`config.mk`:
```
export PLATFORM = sky130hd
export DESIGN_NAME = vlf_fetch_top
export DESIGN_NICKNAME = d
export VERILOG_FILES = /design/src/rtl/vlf_pkg.sv /design/src/rtl/vlf_len_decode.sv /design/src/rtl/vlf_window_split.sv /design/src/rtl/vlf_pc_ctrl.sv /design/src/rtl/vlf_fetch_top.sv
export SDC_FILE = /design/constraint.sdc
export NUM_CORES = 1
export LEC_CHECK = 0
export ABC_AREA = 0
export CORE_ASPECT_RATIO = 1.1
export CORE_MARGIN = 2
export CORE_UTILIZATION = 41
export CTS_BUF_LIST = sky130_fd_sc_hd__clkbuf_8
export CTS_CLUSTER_DIAMETER = 60
export DETAILED_ROUTE_END_ITERATION = 6
export GPL_ROUTABILITY_DRIVEN = 0
export PLACE_DENSITY = 0.7
export SLEW_MARGIN = 30
export SYNTH_ARGS = -nofsm -noshare
export SYNTH_HDL_FRONTEND = slang
export SYNTH_HIERARCHICAL = 1
export SYNTH_SLANG_ARGS = --single-unit
```
`constraint.sdc`:
```
create_clock -name clk -period 2.8 [get_ports clk]
set_input_delay 0.56 -clock clk [delete_from_list [all_inputs] [get_ports clk]]
set_output_delay 0.56 -clock clk [all_outputs]
set_load 0.1 [all_outputs]
```
`src/rtl/vlf_pkg.sv`:
```
`timescale 1ns/1ps
// Package: shared byte type and the length-field decoding rule for the
// variable-length fetch stage. Assumes the length lives in the low bits
// of an instruction's first byte and encodes (value + 1) bytes.
package vlf_pkg;
    typedef logic [7:0] byte_t;

    // Decode a first byte into a byte count of width lb+1.
    function automatic logic [7:0] field_len(input byte_t b, input int lb);
        logic [7:0] mask;
        mask = 8'((1 << lb) - 1);
        return (b & mask) + 8'd1;
    endfunction
endpackage

```
`src/rtl/vlf_len_decode.sv`:
```
`timescale 1ns/1ps
// Module: vlf_len_decode
// Turns a latched first byte into an instruction length (1..2^LEN_BITS).
// Assumes the input byte was registered, so this sits at the very start
// of the cycle's critical path.
module vlf_len_decode #(
    parameter int LEN_BITS = 3,
    localparam int CNT_W   = LEN_BITS + 1
) (
    input  vlf_pkg::byte_t   first_i,
    output logic [CNT_W-1:0] len_o
);
    logic [7:0] wide_len;

    // Apply the shared decoding rule and trim to the count width.
    always_comb begin
        wide_len = vlf_pkg::field_len(first_i, LEN_BITS);
        len_o    = wide_len[CNT_W-1:0];
    end
endmodule

```
`src/rtl/vlf_window_split.sv`:
```
`timescale 1ns/1ps
// Module: vlf_window_split
// Splits the memory window into the current instruction (left-aligned,
// lanes past the length forced to zero) and the surplus byte just past
// its end. Assumes len_i is in 1..MAX_LEN.
module vlf_window_split #(
    parameter int LEN_BITS = 3,
    localparam int MAX_LEN = 1 << LEN_BITS,
    localparam int WIN     = MAX_LEN + 1,
    localparam int CNT_W   = LEN_BITS + 1
) (
    input  logic [WIN*8-1:0]     win_i,
    input  logic [CNT_W-1:0]     len_i,
    output logic [MAX_LEN*8-1:0] ins_o,
    output vlf_pkg::byte_t       extra_o
);
    // One masking lane per instruction byte.
    for (genvar i = 0; i < MAX_LEN; i++) begin : g_lane
        assign ins_o[i*8 +: 8] = (CNT_W'(i) < len_i) ? win_i[i*8 +: 8] : 8'h00;
    end

    // Pick the byte that sits right after the instruction's last byte.
    always_comb begin
        extra_o = '0;
        for (int k = 1; k < WIN; k++) begin
            if (len_i == CNT_W'(k)) extra_o = win_i[k*8 +: 8];
        end
    end
endmodule

```
`src/rtl/vlf_pc_ctrl.sv`:
```
`timescale 1ns/1ps
// Module: vlf_pc_ctrl
// Holds the fetch address, the latched first byte of the instruction at
// that address, and a flag saying whether that byte is known. The next
// address is the current one plus the length decoded from the latched
// byte. Assumes redirect wins over stall.
module vlf_pc_ctrl #(
    parameter int              ADDR_W     = 32,
    parameter int              LEN_BITS   = 3,
    parameter logic [ADDR_W-1:0] RESET_ADDR = '0,
    localparam int             CNT_W      = LEN_BITS + 1
) (
    input  logic              clk,
    input  logic              rst_n,
    input  logic              stall_i,
    input  logic              redir_i,
    input  logic [ADDR_W-1:0] redir_addr_i,
    input  vlf_pkg::byte_t    win_first_i,
    input  vlf_pkg::byte_t    extra_i,
    input  logic [CNT_W-1:0]  len_i,
    output logic [ADDR_W-1:0] pc_o,
    output logic              rdy_o,
    output vlf_pkg::byte_t    first_o
);
    logic [ADDR_W-1:0] pc_q;
    logic              rdy_q;
    vlf_pkg::byte_t    first_q;

    // Advance, hold, or reload the fetch address and the latched byte.
    always_ff @(posedge clk) begin
        if (!rst_n) begin
            pc_q    <= RESET_ADDR;
            rdy_q   <= 1'b0;
            first_q <= '0;
        end else if (redir_i) begin
            pc_q  <= redir_addr_i;
            rdy_q <= 1'b0;
        end else if (!stall_i) begin
            if (!rdy_q) begin
                first_q <= win_first_i;
                rdy_q   <= 1'b1;
            end else begin
                first_q <= extra_i;
                pc_q    <= pc_q + ADDR_W'(len_i);
            end
        end
    end

    assign pc_o    = pc_q;
    assign rdy_o   = rdy_q;
    assign first_o = first_q;

    // a bubble cycle only captures the first byte; the address stays.
    p_bubble_holds_pc_r3: assert property (@(posedge clk) disable iff (!rst_n)
        (!rdy_q && !stall_i && !redir_i) |=> (rdy_q && $stable(pc_q)));

    // a stalled edge keeps the latched byte and its flag.
    p_stall_keeps_byte_r6: assert property (@(posedge clk) disable iff (!rst_n)
        (stall_i && !redir_i) |=> ($stable(first_q) && $stable(rdy_q)));
endmodule

```
`src/rtl/vlf_fetch_top.sv`:
```
`timescale 1ns/1ps
// Module: vlf_fetch_top
// Variable-length fetch stage. Reads a window one byte longer than the
// longest instruction, registers the current instruction into the
// decode latch and keeps the surplus byte for the next cycle's length.
// Assumes the memory port answers combinationally in the same cycle.
module vlf_fetch_top #(
    parameter int                ADDR_W     = 32,
    parameter int                LEN_BITS   = 3,
    parameter logic [ADDR_W-1:0] RESET_ADDR = 32'h0000_1000,
    localparam int               MAX_LEN    = 1 << LEN_BITS,
    localparam int               WIN        = MAX_LEN + 1,
    localparam int               CNT_W      = LEN_BITS + 1
) (
    input  logic                 clk,
    input  logic                 rst_n,
    input  logic                 stall_i,
    input  logic                 redir_i,
    input  logic [ADDR_W-1:0]    redir_addr_i,
    output logic [ADDR_W-1:0]    fetch_addr_o,
    input  logic [WIN*8-1:0]     fetch_win_i,
    output logic                 dec_valid_o,
    output logic [ADDR_W-1:0]    dec_addr_o,
    output logic [CNT_W-1:0]     dec_len_o,
    output logic [MAX_LEN*8-1:0] dec_bytes_o
);
    logic [ADDR_W-1:0]    pc;
    logic                 rdy;
    vlf_pkg::byte_t       first_b;
    vlf_pkg::byte_t       extra_b;
    logic [CNT_W-1:0]     cur_len;
    logic [MAX_LEN*8-1:0] ins_bytes;

    vlf_len_decode #(.LEN_BITS(LEN_BITS)) u_len (
        .first_i (first_b),
        .len_o   (cur_len)
    );

    vlf_window_split #(.LEN_BITS(LEN_BITS)) u_split (
        .win_i   (fetch_win_i),
        .len_i   (cur_len),
        .ins_o   (ins_bytes),
        .extra_o (extra_b)
    );

    vlf_pc_ctrl #(.ADDR_W(ADDR_W), .LEN_BITS(LEN_BITS), .RESET_ADDR(RESET_ADDR)) u_pc (
        .clk          (clk),
        .rst_n        (rst_n),
        .stall_i      (stall_i),
        .redir_i      (redir_i),
        .redir_addr_i (redir_addr_i),
        .win_first_i  (fetch_win_i[7:0]),
        .extra_i      (extra_b),
        .len_i        (cur_len),
        .pc_o         (pc),
        .rdy_o        (rdy),
        .first_o      (first_b)
    );

    assign fetch_addr_o = pc;

    // Decode latch: load on a ready fetch, clear on redirect, hold on stall.
    always_ff @(posedge clk) begin
        if (!rst_n) begin
            dec_valid_o <= 1'b0;
            dec_addr_o  <= '0;
            dec_len_o   <= '0;
            dec_bytes_o <= '0;
        end else if (redir_i) begin
            dec_valid_o <= 1'b0;
        end else if (!stall_i) begin
            dec_valid_o <= rdy;
            if (rdy) begin
                dec_addr_o  <= pc;
                dec_len_o   <= cur_len;
                dec_bytes_o <= ins_bytes;
            end
        end
    end

    // consecutive instructions abut and arrive with no gap.
    p_back_to_back_r5: assert property (@(posedge clk) disable iff (!rst_n)
        (dec_valid_o && !stall_i && !redir_i) |=>
        (dec_valid_o && dec_addr_o == $past(dec_addr_o + ADDR_W'(dec_len_o))));

    // a stalled edge freezes the fetch address and the latch.
    p_stall_freeze_r6: assert property (@(posedge clk) disable iff (!rst_n)
        (stall_i && !redir_i) |=>
        ($stable(fetch_addr_o) && $stable(dec_valid_o) && $stable(dec_addr_o)
         && $stable(dec_len_o) && $stable(dec_bytes_o)));

    // a redirect lands on the target and drops the latch contents.
    p_redirect_lands_r7: assert property (@(posedge clk) disable iff (!rst_n)
        redir_i |=> (!dec_valid_o && fetch_addr_o == $past(redir_addr_i)));

    // byte lanes beyond the reported length are zero.
    p_tail_zero_r4: assert property (@(posedge clk) disable iff (!rst_n)
        dec_valid_o |-> ((dec_bytes_o >> (32'(dec_len_o) * 8)) == '0));

    // a valid length lies in 1..MAX_LEN.
    p_len_range_r2: assert property (@(posedge clk) disable iff (!rst_n)
        dec_valid_o |-> (dec_len_o != '0 && 32'(dec_len_o) <= MAX_LEN));
endmodule

```
# Word-level counts from Yosys, hierarchy flattened
# Cells that the tools add are included.
# op_classes
addsub	2
n_bitwise	3
n_mux	20
n_reduce_logical	5
order_cmp	8
eq_ne	9
# ops
cell	n
2-to-1 mux 32 bit	3
2-to-1 mux 8 bit	8
adder 32 x 4 -> 32 bit	1
2-to-1 mux 3 bit	9
equality test 4 x 3 -> 1 bit, second input constant	4
less-than comparator 3 x 4 -> 1 bit, first input constant	4
equality test 4 x 2 -> 1 bit, second input constant	2
less-than comparator 1 x 4 -> 1 bit, first input constant	2
less-than comparator 2 x 4 -> 1 bit, first input constant	2
adder 3 x 1 -> 4 bit, second input constant	1
equality test 4 x 1 -> 1 bit, second input constant	1
equality test 4 bit, second input constant	1
AND reduction 2 bit	2
NOT 1 bit	3
AND reduction 3 bit	1
inequality test 2 x 1 -> 1 bit, second input constant	1
nonzero test 2 bit	1
OR reduction 2 bit	1
# word_totals
input_bits	108
word_cells	54
out_inout_bits	133
ff_bits	137

# Depth between registers and ports, before layout
# Gate-level depths: netlist of run 1.
# logic_depth
word_depth	11
depth_mapped	11
ltp_nobuf	9

# By module
# Netlist of run 1, hierarchy kept.
# modules_own_cells
mod	n_inst	seq_area_each_um2	area_per_inst_um2	cells_each
vlf_fetch_top	1	2021.9	4127.7	437
vlf_pc_ctrl	1	820.8	2328.5	278
vlf_window_split	1	0.0	1256.2	183
vlf_len_decode	1	0.0	31.3	4

# Worst setup path after synthesis of run 1
# Ideal clock, no wire load.
# synth_path
path_type	reg-to-reg
startpoint	register u_pc.pc_q[0] (netlist: u_pc/pc_o[0])
endpoint	register u_pc.pc_q[22] (netlist: u_pc/pc_o[22])
arrival_time_ns	2.375
t_required_ns	2.685
synth_period_minus_slack_ns	2.490
n_path_buf	0
setup_ns	0.115
stages_incl_launch_ff	8
slack_ns	0.310
path_cell_list	dfxtp_1 > ha_1 > fa_1 > a211oi_2 > nor2_2 > nand4_1 > xnor2_1 > o21ba_2
# synth_via
elab_chain_len	4
# synth_lines
element	line	rtl
start: declaration	vlf_pc_ctrl.sv:25	logic [ADDR_W-1:0] pc_q;
start signal: assignment	vlf_pc_ctrl.sv:36	pc_q <= redir_addr_i;
start signal: assignment	vlf_pc_ctrl.sv:44	pc_q <= pc_q + ADDR_W'(len_i);
adder 32 x 4 -> 32 bit	vlf_pc_ctrl.sv:44	
2-to-1 mux 32 bit	vlf_pc_ctrl.sv:39	if (!rdy_q) begin
2-to-1 mux 32 bit	vlf_pc_ctrl.sv:38	end else if (!stall_i) begin
2-to-1 mux 32 bit	vlf_pc_ctrl.sv:35	end else if (redir_i) begin
# No other way between the ends. The select of a mux whose other input is x is not followed.
# A chain may end at the register's enable or synchronous reset.

# Worst setup path in the final report of run 1
# layout_path
startpoint	register u_pc.first_q[0] (netlist: u_pc/first_o[0])
endpoint	register u_pc.pc_q[20] (netlist: u_pc/pc_o[20])
# layout_via
elab_chain_len	5
# layout_lines
element	line	rtl
start: declaration	vlf_pc_ctrl.sv:27	vlf_pkg::byte_t first_q;
start signal: assignment	vlf_pc_ctrl.sv:40	first_q <= win_first_i;
start signal: assignment	vlf_pc_ctrl.sv:43	first_q <= extra_i;
adder 3 x 1 -> 4 bit	vlf_pkg.sv:12	return (b & mask) + 8'd1;
named net cur_len[2]	vlf_fetch_top.sv:31	logic [CNT_W-1:0] cur_len;
adder 32 x 4 -> 32 bit	vlf_pc_ctrl.sv:44	
2-to-1 mux 32 bit	vlf_pc_ctrl.sv:39	
2-to-1 mux 32 bit	vlf_pc_ctrl.sv:38	
2-to-1 mux 32 bit	vlf_pc_ctrl.sv:35	
# The timed path passes the listed nets, and every way through them passes these cells. The select of a mux whose other input is x is not followed.

==> results of run 1 <==
stage by stage:
step / setup slack [ns] / instance area, um^2 / std cells
after floorplan: 0.3097 / 7129 / 833
after global placement: 0.4456 / 9171 / 1256
after detailed placement: 0.4178 / 9171 / 1256
after CTS: 0.5088 / 9589 / 1287
after global routing: 0.3438 / 9589 / 1287
final: 0.5000 / 9589 / 1287
metal layers:
metal / vias up / wire (um)
li1: 3206 / -
met1: 2917 / 8321
met2: 211 / 8674
met3: 29 / 1842
met4: 0 / 486
met5: - / 0
power by group through the flow:
stage / Combinational (W) / Clock (W) / Sequential [W]
after global routing: 0.000988 / 0.00189 / 0.00207
after detailed placement: 0.000927 / 0 / 0.00210
after CTS: 0.000931 / 0.00180 / 0.00206
final: 0.000924 / 0.00174 / 0.00206
after floorplan: 0.000360 / 0 / 0.00237
after global placement: 0.000923 / 0 / 0.00210
state kept, by name (all words and copies together), names as in the netlist:
register and count:
dec_valid_o 1, dec_addr_o 32, u_pc/pc_o 32, u_pc/rdy_o 1
dec_bytes_o 64, dec_len_o 4, u_pc/first_o 3
worst min-delay path by stage:
| stage | depth (start not counted) | startpoint | slack (ns) | end |
|---|---|---|---|---|
| final | 2 | dec_addr_o[31]$_SDFFE_PN0P_ | 0.46 | dec_addr_o[31]$_SDFFE_PN0P_ |
| after global routing | 2 | dec_bytes_o[37]$_SDFFE_PN0P_ | 0.47 | dec_bytes_o[37]$_SDFFE_PN0P_ |
| after global placement | 2 | dec_bytes_o[25]$_SDFFE_PN0P_ | 0.44 | dec_bytes_o[25]$_SDFFE_PN0P_ |
| after detailed placement | 2 | dec_bytes_o[55]$_SDFFE_PN0P_ | 0.45 | dec_bytes_o[55]$_SDFFE_PN0P_ |
| after floorplan | 1 | u_pc/first_o[1]$_SDFFE_PN0P_ | 0.49 | u_pc/first_o[1]$_SDFFE_PN0P_ |
| after CTS | 2 | rst_n | 0.46 | u_pc/pc_o[12]$_SDFFE_PN1P_ |
placed cells by master, fill, tap and decap left out, drive strengths merged, types with 3 or more instances in the layout:
cell type	instances
nand3	9
nor2b	51
nand2b	4
nor2	22
dfxtp	137
xnor2	7
clkinvlp	3
o22a	3
o221ai	3
and4	4
clkbuf	18
o211a	5
xor2	20
a21oi	36
and2	13
a31oi	3
clkdlybuf4s50	101
and2b	6
nor3	5
bufinv	3
mux2i	106
ha	5
a22oi	5
inv	14
o22ai	3
nand2	226
nand4	20
buf	154
and3	6
o21ai	35
clkinv	4
worst min-delay path, cell delays in order, from the launching register on:
cell     delay (ns)
dfxtp_1        0.31
nand2_1        0.05
mux2i_1        0.05
cell type report:
cell class,instances,area (um^2),area share (%)
clock buffers,18,247.7,2.584
clock inverters,13,170.2,1.775
inverters,11,41.29,0.4306
multi-input cells,619,3874,40.40
flip-flops and latches,137,2743,28.60
well taps,234,292.8,3.053
repair buffers,255,2221,23.16
==> impl_metrics.ini, run 1 <==
[power]
internal_power_w = 0.003242
p_leak_nw = 3.673
finalPower_w = 0.004718
clkPwrFrac_pct = 36.8
power_switching_w = 0.001476
combPwrFrac_pct = 19.6
ir_drop_uv = 353.6
pwr-share-seq_pct = 43.6
cellPowerDensity_nw_per_um2 = 492.1
power.share.switching_pct = 31.29

[critical_path]
regToRegEndpoint = u_pc/pc_o[20]$_SDFFE_PN0P_
crit_required_ns = 3.19
max_stage_delay_ns = 0.45
cp_top_family = adder cells
critPathLaunch = u_pc/first_o[0]$_SDFFE_PN0P_
r2r_slack_ns = 0.50
cp_max_fo = 6
r2r_cells = 8
crit_chain = ha_1 > xor2_2 > ha_1 > a211oi_2 > nor3_2 > nand4_1 > xor2_1 > a21oi_1
worstSetupEndpoint = u_pc/pc_o[20]$_SDFFE_PN0P_
criticalPathCategory = reg2reg
crit_top_cell = ha_1
crit_buf_inv = 0
arrival_ns = 2.69
r2r_start = u_pc/first_o[0]$_SDFFE_PN0P_
cpMaxStageDelayCell = nor3_2
path_depth = 8
cp-start-kind = flop
endpoint_kind = flop

[detailed_routing]
drt-initial-drc-count = 372
ant_nets = 0
wl_mm = 19.33
via_per_inst = 4.944
route.vias.total = 6363
firstDrtPassIters = 7
routedWlPerCell_um = 15.02
drc = 0

[global_route]
grt_use_total_pct = 20.33
grt_pass1_wl_mm = 29.40
globalRoute.busiestLayer = met2
antenna_found_initial = 0
grtUsageMet1_pct = 24.60
grtUsageMet3_pct = 8.459
grt_overflow = 0
grt_use_met2_pct = 32.13
grt_pass1_vias = 5730
grt_max_degree = 75

[synth]
synth_area_per_cell_um2 = 8.559
syn_nets = 947
synth_area_um2 = 7129
ys_warn_count = 6
synthCells = 833

[floorplanning]
coreArea_um2 = 17020
die-area_um2 = 18460
dieWidth_um = 129.7
die_h_um = 142.3
start_util_pct = 41.90
pin_count = 241
row_count = 50

[finish]
fin_nets = 1155
insertedDiodeCount = 0
fill_cells = 1625
drive_above_1_share_pct = 19.47
fin_util_pct = 56.35
area_growth_pct = 34.50

[timing]
max_freq_mhz = 434.8
timing.slew.headroom_pct = 52.14
finalSetupViolCount = 0
worst_pin_slew_ns = 0.7145
timing.setup.tns_ns = 0
hold_viol = 0
worst_hold_slack_ns = 0.4566
slew_viol_final = 0
grt_setup_unrepaired = no
post-route-period-util_pct = 82.14
fin_crit_ns = 2.300
skew_ns = 0.01208

[clocking]
cts_tree = built
cts-root-buf = clkbuf_8
cts-hold-fix-buffers = 0
post_cts_resized = 0
htreeDepth = 4
clk_latency_ns = 0.45
cts_sinks = 137
postCtsSetupBuffers = 0
cts_max_path_buffers = 2
clk_pin_slew_worst_paths_ns = 0.09
cts-buffers-inserted = 17

[run]
drv_cap = 0

[place]
dp_hpwl_mm = 13.87
place.port_buffers = 235

[status]
status = finished clean

[hold_path]
hp-class = reg2reg
No activity file was read; power rests on OpenSTA's default activity.
==> run 2, diff against run 1 <==
clock period = 2.2 ns   (was 2.8 ns; I/O delays follow)
==> impl_metrics.ini, run 2 (synthesis gave the netlist of run 1 again) <==
[timing]
worst_pin_slew_ns = 0.5231
timing.setup.tns_ns = 0
skew_ns = 0.01209
hold_viol = 0
fin_crit_ns = 2.160
grt_setup_unrepaired = yes
finalSetupViolCount = 0
setup_ws_ns = 0.04039
timing.slew.headroom_pct = 64.94
post-route-period-util_pct = 98.16
slew_viol_final = 0
max_freq_mhz = 463.0

[finish]
mostFrequentLayoutCell = nand2_1
top_register = dec_bytes_o
fin_nets = 1179
largest_register_ffs = 64
fin_area_um2 = 10010
area_growth_pct = 40.45
drive_above_1_share_pct = 24.30
final_cell_mix = nand2_1 (226), buf_4 (166), dfxtp_1 (116)
insertedDiodeCount = 0

[hold_path]
hp-class = in2reg
hold_start = rst_n
min_path_cells = 2
hold-path-endpoint = u_pc/pc_o[12]$_SDFFE_PN1P_

[critical_path]
cp_max_fo = 6
cp-start-kind = flop
crit_required_ns = 2.57
r2r_cells = 8
arrival_ns = 2.53
regToRegEndpoint = u_pc/pc_o[18]$_SDFFE_PN0P_
r2r_slack_ns = 0.04
criticalPathCategory = reg2reg
endpoint_kind = flop
r2r_start = u_pc/first_o[0]$_SDFFE_PN0P_

[clocking]
clk_latency_ns = 0.44
cts_tree = built
cts-buffers-inserted = 17
cts_sinks = 137
clk_pin_slew_worst_paths_ns = 0.09
cts_max_path_buffers = 2
cts-hold-fix-buffers = 0
cts-root-buf = clkbuf_8
htreeDepth = 4

[power]
ir_drop_uv = 422.6
p_leak_nw = 3.846
cellPowerDensity_nw_per_um2 = 632.8

[floorplanning]
dieWidth_um = 129.7
start_util_pct = 41.90
die-area_um2 = 18460
pin_count = 241
row_count = 50
coreArea_um2 = 17020
die_h_um = 142.3

[place]
placed_cell_area_um2 = 9432
dp_hpwl_mm = 14.38
place_ws_ns = -0.05664
place.port_buffers = 235

[detailed_routing]
via_per_inst = 4.890
drt-initial-drc-count = 360
ant_nets = 0
wl_mm = 19.66
routedWlPerCell_um = 14.99
firstDrtPassIters = 4
drc = 0
route.vias.total = 6416

[global_route]
grt_use_total_pct = 20.69
antenna_found_initial = 1
grt_overflow = 0
grt_pass1_wl_mm = 30.28
grt_max_degree = 59
grt_pass1_vias = 6074

[status]
status = finished clean

[run]
drv_cap = 0
run 2: changes by cell type in the layout (fill, tap and decap cells not counted), sizes merged:
cell    previous run  this run
buf              154       178
clkinv             4         3
bufinv             3         5
clkbuf            18        19
inv               14        13
run 2: per-stage QoR:
stage	hold slack (ns)	cells	util (%)	power [W]
2_1_floorplan	0.4894	833	-	0.003486
3_3_place_gp	0.4435	1280	55.43	0.003897
3_5_place_dp	0.4470	1280	55.43	0.003901
4_1_cts	0.3439	1312	58.38	0.006384
5_1_grt	0.3661	1312	58.85	0.006591
6_report	0.3753	1312	58.85	0.006337
run 2: area by class of cell:
class	instances	area, um^2
Inverter	11	41.29
Fill cell	1582	7003
Sequential cell	137	2771
Clock buffer	19	261.5
Multi-Input combinational cell	619	3959
Clock inverter	13	216.5
Timing Repair Buffer	279	2471
Tap cell	234	292.8
run 2: power by group:
group | internal [W] | switching (W)
combinational | 0.000484 | 0.000759
clock | 0.00142 | 0.00105
sequential | 0.00254 | 0.0000840
run 2: repair_timing:
item,CTS,global route
gates resized for setup,4,17
buffers inserted,0,1
pin swaps,2,4
setup endpoints to repair,7,28
run 2: worst max-delay path, cell delays in order (launching register included):
cell,delay (ns)
dfxtp_4,0.36
buf_4,0.13
and3_2,0.24
ha_4,0.31
o21ai_1,0.12
nor3_2,0.43
nand4_1,0.19
xor2_1,0.18
a21oi_1,0.14
run 2: how the worst max path moves through the flow:
| stage | startpoint | end | slack (ns) | cells past startpoint |
|---|---|---|---|---|
| CTS | u_pc/first_o[0]$_SDFFE_PN0P_ | u_pc/pc_o[22]$_SDFFE_PN0P_ | 0.02 | 8 |
| global placement | u_pc/first_o[0]$_SDFFE_PN0P_ | u_pc/pc_o[12]$_SDFFE_PN1P_ | -0.02 | 7 |
| global route | u_pc/first_o[0]$_SDFFE_PN0P_ | u_pc/pc_o[20]$_SDFFE_PN0P_ | -0.03 | 8 |
| finish | u_pc/first_o[0]$_SDFFE_PN0P_ | u_pc/pc_o[18]$_SDFFE_PN0P_ | 0.04 | 8 |
| detailed placement | u_pc/first_o[0]$_SDFFE_PN0P_ | u_pc/pc_o[12]$_SDFFE_PN1P_ | -0.06 | 7 |
| floorplan | u_pc/pc_o[24]$_SDFFE_PN0P_ | u_pc/pc_o[29]$_SDFFE_PN0P_ | 0.02 | 5 |
run 2: layer usage:
metal	part of all wire (%)	track usage (%)
met1	43	24.83
met2	47	34.50
met3	7.8	7.105
met4	1.8	6.961
met5	0.066	0
